===== src/rtl/mbl_pkg.sv =====
package mbl_pkg;
  // Strobes from the phase sequencer to the lane datapath
  typedef struct packed {
    logic takeReq;    // latch request fields at this edge
    logic dataPhase;  // bus clock high: data on the pins
    logic busExt;     // current cycle belongs to an external access
    logic curRead;    // current access is a read
    logic capture;    // sample read data at this edge
  } mblStrobes_t;
endpackage


===== src/rtl/mbl_ctrl.sv =====
module mbl_ctrl
  import mbl_pkg::*;
#(
  parameter int STRETCH_W = 2
) (
  input  logic                 clk,
  input  logic                 rstN,
  input  logic                 reqValid,
  input  logic                 reqExternal,
  input  logic                 reqRead,
  input  logic                 stretchEn,
  input  logic [STRETCH_W-1:0] stretchSel,
  output logic                 reqTaken,
  output logic                 eclkOut,
  output mblStrobes_t          strobes
);
  logic                 phaseHigh;
  logic [STRETCH_W-1:0] holdCnt;
  logic                 curActive;
  logic                 curExt;
  logic                 curRd;
  logic                 lastHigh;
  logic                 extActive;

  assign extActive = curActive & curExt;
  assign lastHigh  = phaseHigh & (holdCnt == '0);
  assign reqTaken  = lastHigh & reqValid;
  assign eclkOut   = phaseHigh;

  always_ff @(posedge clk or negedge rstN) begin
    if (!rstN) begin
      phaseHigh <= 1'b1;
      holdCnt   <= '0;
      curActive <= 1'b0;
      curExt    <= 1'b0;
      curRd     <= 1'b1;
    end else if (phaseHigh) begin
      if (holdCnt != '0) begin
        holdCnt <= holdCnt - 1'b1;
      end else begin
        phaseHigh <= 1'b0;
        curActive <= reqValid;
        curExt    <= reqValid & reqExternal;
        curRd     <= reqValid ? reqRead : 1'b1;
      end
    end else begin
      phaseHigh <= 1'b1;
      holdCnt   <= (extActive && stretchEn) ? stretchSel : '0;
    end
  end

  always_comb begin
    strobes.takeReq   = reqTaken;
    strobes.dataPhase = phaseHigh;
    strobes.busExt    = extActive;
    strobes.curRead   = curRd;
    strobes.capture   = lastHigh & extActive & curRd;
  end
endmodule


===== src/rtl/mbl_datapath.sv =====
module mbl_datapath
  import mbl_pkg::*;
#(
  parameter int BUS_W = 16
) (
  input  logic             clk,
  input  logic             rstN,
  input  mblStrobes_t      strobes,
  input  logic [BUS_W-1:0] reqAddr,
  input  logic [BUS_W-1:0] reqWdata,
  input  logic             reqWord,
  input  logic [BUS_W-1:0] adIn,
  output logic [BUS_W-1:0] adOut,
  output logic             adOe,
  output logic             ceEven,
  output logic             ceOdd,
  output logic             oe,
  output logic             we,
  output logic             rwOut,
  output logic             lowStrobeN,
  output logic [BUS_W-1:0] rdData,
  output logic             rdValid
);
  localparam int LANE_W = BUS_W / 2;

  logic [BUS_W-1:0] addrQ;
  logic [BUS_W-1:0] wdataQ;
  logic             wordQ;
  logic [BUS_W-1:0] rdDataQ;
  logic             rdValidQ;
  logic             addrOdd;
  logic             lowLane;
  logic             fullWord;
  logic [BUS_W-1:0] busData;
  logic [BUS_W-1:0] rdSel;

  always_ff @(posedge clk or negedge rstN) begin
    if (!rstN) begin
      addrQ  <= '0;
      wdataQ <= '0;
      wordQ  <= 1'b0;
    end else if (strobes.takeReq) begin
      addrQ  <= reqAddr;
      wdataQ <= reqWdata;
      wordQ  <= reqWord;
    end
  end

  assign addrOdd  = addrQ[0];
  assign lowLane  = wordQ | addrOdd;
  assign fullWord = wordQ & ~addrOdd;

  assign busData = fullWord ? wdataQ : {2{wdataQ[LANE_W-1:0]}};

  always_comb begin
    if (fullWord)      rdSel = adIn;
    else if (!addrOdd) rdSel = {{LANE_W{1'b0}}, adIn[BUS_W-1:LANE_W]};
    else               rdSel = {{LANE_W{1'b0}}, adIn[LANE_W-1:0]};
  end

  always_ff @(posedge clk or negedge rstN) begin
    if (!rstN) begin
      rdDataQ  <= '0;
      rdValidQ <= 1'b0;
    end else begin
      rdValidQ <= strobes.capture;
      if (strobes.capture) rdDataQ <= rdSel;
    end
  end

  assign ceEven     = strobes.busExt & ~addrOdd;
  assign ceOdd      = strobes.busExt & lowLane;
  assign lowStrobeN = ~(strobes.busExt & lowLane);
  assign rwOut      = ~(strobes.busExt & ~strobes.curRead);
  assign oe         = strobes.busExt & strobes.dataPhase & strobes.curRead;
  assign we         = strobes.busExt & strobes.dataPhase & ~strobes.curRead;
  assign adOe       = strobes.busExt & (~strobes.dataPhase | ~strobes.curRead);
  assign adOut      = strobes.dataPhase ? busData : addrQ;
  assign rdData     = rdDataQ;
  assign rdValid    = rdValidQ;
endmodule


===== src/rtl/mux_bus_lane_ctrl.sv =====
module mux_bus_lane_ctrl
  import mbl_pkg::*;
#(
  parameter int BUS_W     = 16,
  parameter int STRETCH_W = 2
) (
  input  logic                 clk,
  input  logic                 rstN,
  input  logic                 reqValid,
  input  logic [BUS_W-1:0]     reqAddr,
  input  logic [BUS_W-1:0]     reqWdata,
  input  logic                 reqWord,
  input  logic                 reqRead,
  input  logic                 reqExternal,
  input  logic                 stretchEn,
  input  logic [STRETCH_W-1:0] stretchSel,
  output logic                 reqTaken,
  input  logic [BUS_W-1:0]     adIn,
  output logic [BUS_W-1:0]     adOut,
  output logic                 adOe,
  output logic                 eclkOut,
  output logic                 rwOut,
  output logic                 lowStrobeN,
  output logic                 ceEven,
  output logic                 ceOdd,
  output logic                 oe,
  output logic                 we,
  output logic [BUS_W-1:0]     rdData,
  output logic                 rdValid
);
  mblStrobes_t strobes;

  mbl_ctrl #(.STRETCH_W(STRETCH_W)) uCtrl (
    .clk(clk), .rstN(rstN), .reqValid(reqValid), .reqExternal(reqExternal),
    .reqRead(reqRead), .stretchEn(stretchEn), .stretchSel(stretchSel),
    .reqTaken(reqTaken), .eclkOut(eclkOut), .strobes(strobes)
  );

  mbl_datapath #(.BUS_W(BUS_W)) uPath (
    .clk(clk), .rstN(rstN), .strobes(strobes), .reqAddr(reqAddr),
    .reqWdata(reqWdata), .reqWord(reqWord), .adIn(adIn), .adOut(adOut),
    .adOe(adOe), .ceEven(ceEven), .ceOdd(ceOdd), .oe(oe), .we(we),
    .rwOut(rwOut), .lowStrobeN(lowStrobeN), .rdData(rdData), .rdValid(rdValid)
  );
endmodule


===== config.mk =====
export PLATFORM = sky130hd
export DESIGN_NAME = mux_bus_lane_ctrl
export DESIGN_NICKNAME = d
export VERILOG_FILES = /design/src/rtl/mbl_pkg.sv /design/src/rtl/mbl_ctrl.sv /design/src/rtl/mbl_datapath.sv /design/src/rtl/mux_bus_lane_ctrl.sv
export SDC_FILE = /design/constraint.sdc
export NUM_CORES = 1
export LEC_CHECK = 0
export BUFFER_PORTS_ARGS = -buffer_cell sky130_fd_sc_hd__buf_4
export CAP_MARGIN = 15
export CORE_UTILIZATION = 49
export CTS_BUF_LIST = sky130_fd_sc_hd__clkbuf_16
export DETAILED_ROUTE_END_ITERATION = 10
export PLACE_DENSITY = 0.8
export SLEW_MARGIN = 20
export SYNTH_ARGS = -nofsm -noshare
export SYNTH_HDL_FRONTEND = slang
export SYNTH_SLANG_ARGS = --single-unit

===== constraint.sdc =====
create_clock -name clk -period 2.5 [get_ports clk]
set_input_delay 0.125 -clock clk [delete_from_list [all_inputs] [get_ports clk]]
set_output_delay 0.125 -clock clk [all_outputs]
set_load 0.01 [all_outputs]

==> flow_summary.ini, run 1 <==
[setup_path]
reg2reg_from = uCtrl.holdCnt[0]
criticalPathCategory = reg2out
rr_endpoint = uPath.addrQ[11]
setup.worst_path.end_class = output pin
cp.arrival_ns = 1.88
critical_path.max_stage_delay_ns = 0.44
regToRegSetupSlack_ns = 0.58
cp.buffers_inverters = 2
worstPathCellList = nor2b_2 > buf_4 > mux2i_1 > a21oi_1 > buf_4
ff2ff_path_depth = 6
worstSetupEndpoint = adOut[8]
crit_slowest_cell = dfrtp_1
critPathTopFamily = buffers and inverters
startpoint_type = register
crit_fanout = 9
startpoint = uPath.addrQ[0]
path_depth = 5
crit_path_frequent_cell = buf_4
crit_required_ns = 2.38

[place]
placed_area_um2 = 3405
pre_cts_ws_ns = 0.5750
gp_congestion = 0.7509
dp_hpwl_um = 3780
io_buffer_count = 98

[synth]
synthXorXnorAreaFrac = 0.003373
yosysTopAreaCell = dfrtp_1
syn_area_per_cell_um2 = 12.48
synthAdderAreaFrac = 0.004819
synthMuxAreaShare = 0.3142
netlist_instances = 208
syn_area_um2 = 2596
synth_top_family_by_area = multiplexers
synth-compound-area-share = 0.02554
ys_seq_area_frac = 0.5407
synth_fp_nets = 266
ys_ff_latch = 56
synthSimpleGateAreaFrac = 0.06795
yosys_warnings = 0
synth_top_area_share = 0.5205
synth.distinct_cells = 25
netlist_top_cells_area = dfrtp_1 (52%), mux2_2 (23%), mux2i_1 (6.6%), inv_1 (2.3%), nand2_1 (2.2%)

[min_path]
hold_class = in2reg

[timing]
finClkSkew_ns = 0.003969
fin_ws_ns = 0.4984
worstMarginPinSlew_ns = 0.6978
rsz0062_at_grt = no
setup_viol = 0
finalCritPeriodShare = 0.8006
tns_ns = 0
max_freq_ghz = 0.4996
slew_viol_final = 0
slew_headroom = 0.5348
report.final.hold_viol_count = 0
min_period_ns = 2.002

[clock_network]
cts_sinks = 56
clk_pin_slew_ns = 0.06
cts_tree = done
root_buffer = clkbuf_16
htree_levels = 2
cts-buffers-inserted = 5
clk_latency_ns = 0.28
cts_max_path_buffers = 2

[power]
max-vdd-ir-drop_uv = 700.2
power-per-cell-area_nw_per_um2 = 1245
p_leak_uw = 0.001759

[routing]
wl_um = 5090
routed_via_density = 4.926
drc = 0
firstDrtPassIters = 4
drt_iter0_markers = 40
ant_nets = 0
wl_per_cell_um = 13.50
dr_total_vias = 1857

[grt]
grt_pass1_vias = 1883
overflow = 0
antenna_found_initial = 0
grt_pass1_wl_um = 8176
grt_max_degree = 57
grt_util_all_layers = 0.1940

[final_layout]
area_growth_syn_to_layout_pct = 36.63
final_cell_area_um2 = 3547
final_cell_mix = buf_4 (100), mux2_2 (54), dfrtp_1 (54)
num_antenna_cells = 0
final_nets = 365
layout_commonest_cell = buf_4
drive_above_1_share = 0.5505

[floorplanning]
core_area_um2 = 5107
rows = 26
die-area_um2 = 5594
chipHeight_um = 74.79
start_util = 0.5083
boundaryPins = 99
die_w_um = 74.79

[job]
cap_violations = 0

[status]
status = complete, no violations
-- power breakdown --
part           switching [µW]  leakage, µW  total, µW  internal, µW
clock                     278    0.0000648        637           359
combinational             924      0.00102       2150          1220
sequential                270     0.000678       1630          1360
total                    1470      0.00176       4410          2940
-- sequential cells by signal, summed over array words and instances, names as in the netlist --
signal	flops
uPath.rdData	16
uPath.rdValid	1
uCtrl.curRd	1
uPath.wdataQ	16
uCtrl.curExt	1
uCtrl.curActive	1
uPath.addrQ	16
uCtrl.eclkOut	1
uCtrl.holdCnt	2
uPath.wordQ	1
-- worst min path at each step --
stage / from / endpoint / cells past startpoint
3_3_place_gp: rstN / uPath.rdData[13] / 1
4_1_cts: reqValid / uCtrl.curRd / 2
3_5_place_dp: rstN / uPath.rdData[13] / 1
2_1_floorplan: rstN / uCtrl.curActive / 0
5_1_grt: reqValid / uCtrl.curRd / 2
6_report: reqValid / uCtrl.curRd / 2
-- synth_stat cells (all sizes together) --
master,number
and2,1
nand4,3
a21oi,10
mux2,57
xnor2,1
nand2,16
mux2i,17
o21ai,2
inv,16
ha,1
a31oi,1
buf,8
nor2b,1
dfrtp,54
nor2,14
clkbuf,2
dfstp,2
or2,2
-- timing repair --
item,4_1_cts,5_1_grt
setup buffers,0,0
hold buffers,1,0
endpoints found under the hold margin,54,0
resized for setup,0,0
-- per-stage QoR --
| stage | power [µW] | util | hold slack (ns) | instances |
|---|---|---|---|---|
| floorplan | 2925 | - | -0.1706 | 208 |
| global placement | 3753 | 0.6666 | 0.2185 | 369 |
| detailed placement | 3826 | 0.6666 | 0.2205 | 369 |
| CTS | 4476 | 0.6945 | 0.02020 | 377 |
| global route | 4753 | 0.6945 | 0.01940 | 377 |
| finish | 4414 | 0.6945 | 0.02930 | 377 |
-- cell type report --
cell class                      count  area [µm²]
Clock buffer                        5       125.1
Clock inverter                      2       7.507
Fill cell                         404        1560
Inverter                           16       60.06
Multi-Input combinational cell    126        1082
Sequential cell                    56        1404
Tap cell                           70       87.58
Timing Repair Buffer              102       780.7
-- layer usage --
metal  wire length (µm)  global-route usage  share of wire
met5                  0                   0              0
met4                 41             0.04403         0.0081
met3                470             0.06292          0.092
met2               2350              0.3453           0.46
met1               2228              0.2287           0.44
-- cell families after synthesis --
family	count (synthesis)
AO/OA/AOI/OAI	13
XOR/XNOR	1
adder cells (fa/ha/maj)	1
buffers and inverters	26
flip-flops	56
multiplexers	74
AND/OR/NAND/NOR	37
(Power assumes the default switching activity.)
==> inputs of run 2 (changes only) <==
Clock period 2.5 ns to 1.9 ns, I/O delays scaled along.
==> flow_summary.ini, run 2 (same netlist as run 1, synthesis figures left out) <==
[grt]
antenna_found_initial = 0
grt_pass1_wl_um = 8307
overflow = 0
grt_max_degree = 57
gr-usage-met1 = 0.2295
grt_use_met3 = 0.06426
grt_pass1_vias = 1889
grt_util_all_layers = 0.1989
grt-busiest-layer = met2
met2_usage = 0.3514

[floorplanning]
core_area_um2 = 5107
start_util = 0.5083
rows = 26
boundaryPins = 99
die-area_um2 = 5594
die_w_um = 74.79
chipHeight_um = 74.79

[min_path]
worstHoldPathCells = 2
hold_end = uCtrl.curRd
hold_class = in2reg
min_from = reqValid

[timing]
setup_viol = 0
rsz0062_at_grt = no
max_freq_ghz = 0.5520
report.final.hold_viol_count = 0
slew_viol_final = 0
finClkSkew_ns = 0.002833
worstMarginPinSlew_ns = 0.6988
fin_ws_ns = 0.08841
min_period_ns = 1.812
finalCritPeriodShare = 0.9535
slew_headroom = 0.5341
tns_ns = 0

[routing]
routed_via_density = 4.997
firstDrtPassIters = 3
wl_um = 5393
drc = 0
drt_iter0_markers = 39
dr_total_vias = 1904
wl_per_cell_um = 14.15
ant_nets = 0

[setup_path]
startpoint_type = register
crit_path_frequent_cell = inv_1
cp.buffers_inverters = 4
critical_path.max_stage_delay_ns = 0.37
regToRegSetupSlack_ns = 0.19
setup.worst_path.end_class = output pin
criticalPathCategory = reg2out
reg2reg_from = uCtrl.holdCnt[0]
crit_fanout = 18
crit_slowest_cell = dfrtp_1
rr_endpoint = uPath.rdData[14]
cp.arrival_ns = 1.72
critPathTopFamily = buffers and inverters
ff2ff_path_depth = 6
crit_required_ns = 1.80
worstPathCellList = inv_1 > ha_1 > and2_2 > nand2_2 > buf_12 > inv_1 > buf_4

[power]
p_leak_uw = 0.001792
power-per-cell-area_nw_per_um2 = 1646
max-vdd-ir-drop_uv = 987.1

[place]
dp_hpwl_um = 3922
pre_cts_ws_ns = 0.1223
gp_congestion = 0.7114
io_buffer_count = 98

[clock_network]
clk_pin_slew_ns = 0.07
cts-buffers-inserted = 5
root_buffer = clkbuf_16
clk_latency_ns = 0.29
cts_max_path_buffers = 2
cts_sinks = 56
htree_levels = 2
cts_tree = done
post-cts-setup-buffers = 0

[final_layout]
fillers = 400
final_cell_mix = buf_4 (102), mux2_2 (54), dfrtp_1 (54)
drive_above_1_share = 0.5563
layout_commonest_cell = buf_4
num_antenna_cells = 0
final_nets = 368
area_growth_syn_to_layout_pct = 38.36

[job]
cap_violations = 0

[status]
status = complete, no violations
## run 2: stage by stage
stage	instances	total power, µW	area, µm²	utilization	hold WS, ns
2_1_floorplan	208	3849	2596	-	-0.2006
4_1_cts	380	5940	3566	0.6982	0.005889
3_3_place_gp	371	4962	3420	0.6695	0.1926
6_report	381	5912	3592	0.7033	0.001005
3_5_place_dp	371	5064	3420	0.6695	0.1976
5_1_grt	381	6315	3592	0.7033	0.007071
## run 2: how the worst max path moves through the flow
| stage | start | endpoint | slack [ns] | cells past startpoint |
|---|---|---|---|---|
| global placement | uCtrl.holdCnt[0] | uPath.rdData[3] | 0.18 | 5 |
| global route | uCtrl.holdCnt[0] | reqTaken | 0.03 | 7 |
| CTS | uCtrl.holdCnt[0] | reqTaken | 0.06 | 7 |
| finish | uCtrl.holdCnt[0] | reqTaken | 0.09 | 7 |
| floorplan | uCtrl.holdCnt[0] | uPath.addrQ[10] | 0.17 | 7 |
| detailed placement | uCtrl.holdCnt[0] | uPath.rdData[3] | 0.12 | 5 |
## run 2: area by class of cell
cell class / instances / area, µm² / area share
Clock buffer: 5 / 125.1 / 0.03483
Clock inverter: 3 / 11.26 / 0.003135
Inverter: 16 / 60.06 / 0.01672
Multi-Input combinational cell: 126 / 1084 / 0.3016
Sequential cell: 56 / 1404 / 0.3908
Tap cell: 70 / 87.58 / 0.02438
Timing Repair Buffer: 105 / 820.8 / 0.2285
## run 2: timing repair
item                       in CTS  in global routing
setup endpoints to repair       0                  1
gates resized for setup         0                  1
hold endpoints to repair       54                  0
hold buffers                    1                  0
## run 2: routing by layer
layer,share of wire,vias to the layer above
met2,0.48,77
met3,0.094,4
li1,-,911
met5,0,-
met1,0.42,912
met4,0.0067,0
## run 2: worst reg2reg max path, stage by stage (launching register included)
cell and delay (ns):
dfrtp_1 0.39, inv_1 0.06, ha_1 0.21, and2_2 0.24, nand4_4 0.30, buf_4 0.27
mux2i_1 0.16
## run 2: report_power, final
part	internal [µW]	total [µW]	switching (µW)	leakage [µW]
clock network	475	866	391	0.0000738
registers	1790	2150	360	0.000678
logic	1660	2890	1240	0.00104
total	3930	5910	1990	0.00179
==> inputs of run 3 (changes only) <==
Settings changed: RECOVER_POWER set to 50.
==> flow_summary.ini, run 3 (same netlist as run 1, synthesis figures left out) <==
[place]
io_buffer_count = 98
placed_area_um2 = 3420
pre_cts_ws_ns = 0.1223
dp_hpwl_um = 3922
gp_congestion = 0.7114

[timing]
slew_headroom = 0.09154
report.final.hold_viol_count = 0
tns_ns = 0
min_period_ns = 1.811
fin_ws_ns = 0.08873
slew_viol_final = 0
setup_viol = 0
finalCritPeriodShare = 0.9533
max_freq_ghz = 0.5521
rsz0062_at_grt = no
worstMarginPinSlew_ns = 1.363
finClkSkew_ns = 0.002345

[min_path]
min_from = reqValid
hold_class = in2reg
worstHoldPathCells = 2
hold_end = uCtrl.curRd

[setup_path]
criticalPathCategory = reg2out
crit_fanout = 18
setup.worst_path.end_class = output pin
rr_endpoint = uPath.rdData[14]
crit_path_frequent_cell = inv_1
regToRegSetupSlack_ns = 0.18
startpoint_type = register
crit_slowest_cell = dfrtp_1
cp.arrival_ns = 1.72
ff2ff_path_depth = 6
reg2reg_from = uCtrl.holdCnt[0]
worstPathCellList = inv_1 > ha_1 > and2_2 > nand2_2 > buf_12 > inv_1 > buf_4
crit_required_ns = 1.80
critical_path.max_stage_delay_ns = 0.37

[clock_network]
htree_levels = 2
post-cts-setup-buffers = 0
root_buffer = clkbuf_16
cts-buffers-inserted = 5
cts_max_path_buffers = 2
cts_sinks = 56
clk_latency_ns = 0.29
cts_tree = done
clk_pin_slew_ns = 0.07

[power]
max-vdd-ir-drop_uv = 985.9
power-per-cell-area_nw_per_um2 = 1639
p_leak_uw = 0.001725
power.switching_uw = 1984
pwr-share-comb = 0.479
power.share.switching = 0.3433
p_int_uw = 3795
p_seq_frac = 0.372
clkPwrFrac = 0.149

[final_layout]
layout_commonest_cell = buf_4
final_nets = 368
fillers = 420
drive_above_1_share = 0.5016
final_cell_area_um2 = 3526
num_antenna_cells = 0
final_cell_mix = buf_4 (84), mux2_2 (54), dfrtp_1 (54)
area_growth_syn_to_layout_pct = 35.81

[status]
status = complete, no violations

[floorplanning]
die_w_um = 74.79
core_area_um2 = 5107
boundaryPins = 99
die-area_um2 = 5594
chipHeight_um = 74.79
rows = 26
start_util = 0.5083

[grt]
grt_pass1_wl_um = 8307
grt_pass1_vias = 1889
antenna_found_initial = 0
grt_max_degree = 57
overflow = 0
grt_util_all_layers = 0.1989

[job]
cap_violations = 0

[routing]
wl_um = 5426
firstDrtPassIters = 4
dr_total_vias = 1904
routed_via_density = 4.997
ant_nets = 0
wl_per_cell_um = 14.24
drc = 0
drt_iter0_markers = 36
-- run 3: worst max-delay path, delay by kind of cell, from the launching register on --
| kind | cells | cell delay, ns |
|---|---|---|
| AND/OR/NAND/NOR | 2 | 0.40 |
| buffers and inverters | 4 | 0.42 |
| adder cells (fa/ha/maj) | 1 | 0.24 |
| flip-flops | 1 | 0.37 |
-- run 3: how the worst max path moves through the flow --
stage / startpoint / to / slack (ns) / cells after the start
6_report: uCtrl.holdCnt[0] / reqTaken / 0.09 / 7
3_5_place_dp: uCtrl.holdCnt[0] / uPath.rdData[3] / 0.12 / 5
2_1_floorplan: uCtrl.holdCnt[0] / uPath.addrQ[10] / 0.17 / 7
4_1_cts: uCtrl.holdCnt[0] / reqTaken / 0.06 / 7
5_1_grt: uCtrl.holdCnt[0] / reqTaken / 0.03 / 7
3_3_place_gp: uCtrl.holdCnt[0] / uPath.rdData[3] / 0.18 / 5
-- run 3: area by class of cell --
cell class,count,area (µm²),share of cell area
clock buffers,5,125.1,0.03549
flip-flops and latches,56,1404,0.3982
multi-input cells,126,1084,0.3073
well taps,70,87.58,0.02484
repair buffers,105,754.5,0.2140
clock inverters,3,11.26,0.003194
inverters,16,60.06,0.01703
-- run 3: repair_timing --
item                                    in CTS  in global routing
hold buffers                                 1                  0
resized for setup                            0                  1
endpoints found under the hold margin       54                  0
endpoints found under the setup margin       0                  1
-- run 3: metal layers --
metal	wire, µm	GRT usage
met5	0	0
met4	36	0.06289
met3	466	0.06426
met2	2583	0.3514
met1	2339	0.2295
-- run 3: stage by stage --
| step | power [µW] | hold WS [ns] | utilization | instances |
|---|---|---|---|---|
| 2_1_floorplan | 3849 | -0.2006 | - | 208 |
| 3_3_place_gp | 4962 | 0.1926 | 0.6695 | 371 |
| 3_5_place_dp | 5064 | 0.1976 | 0.6695 | 371 |
| 4_1_cts | 5940 | 0.005889 | 0.6982 | 380 |
| 5_1_grt | 6176 | 0.007071 | 0.6903 | 381 |
| 6_report | 5779 | 0.001862 | 0.6903 | 381 |
-- run 3: power groups by stage --
stage                     clock network, µW  registers, µW  logic, µW
final                                   862           2150       2770
after global routing                    923           2220       3030
after CTS                               887           2160       2900
after detailed placement                  0           2180       2880
after global placement                    0           2150       2820
after floorplan                           0           2170       1680
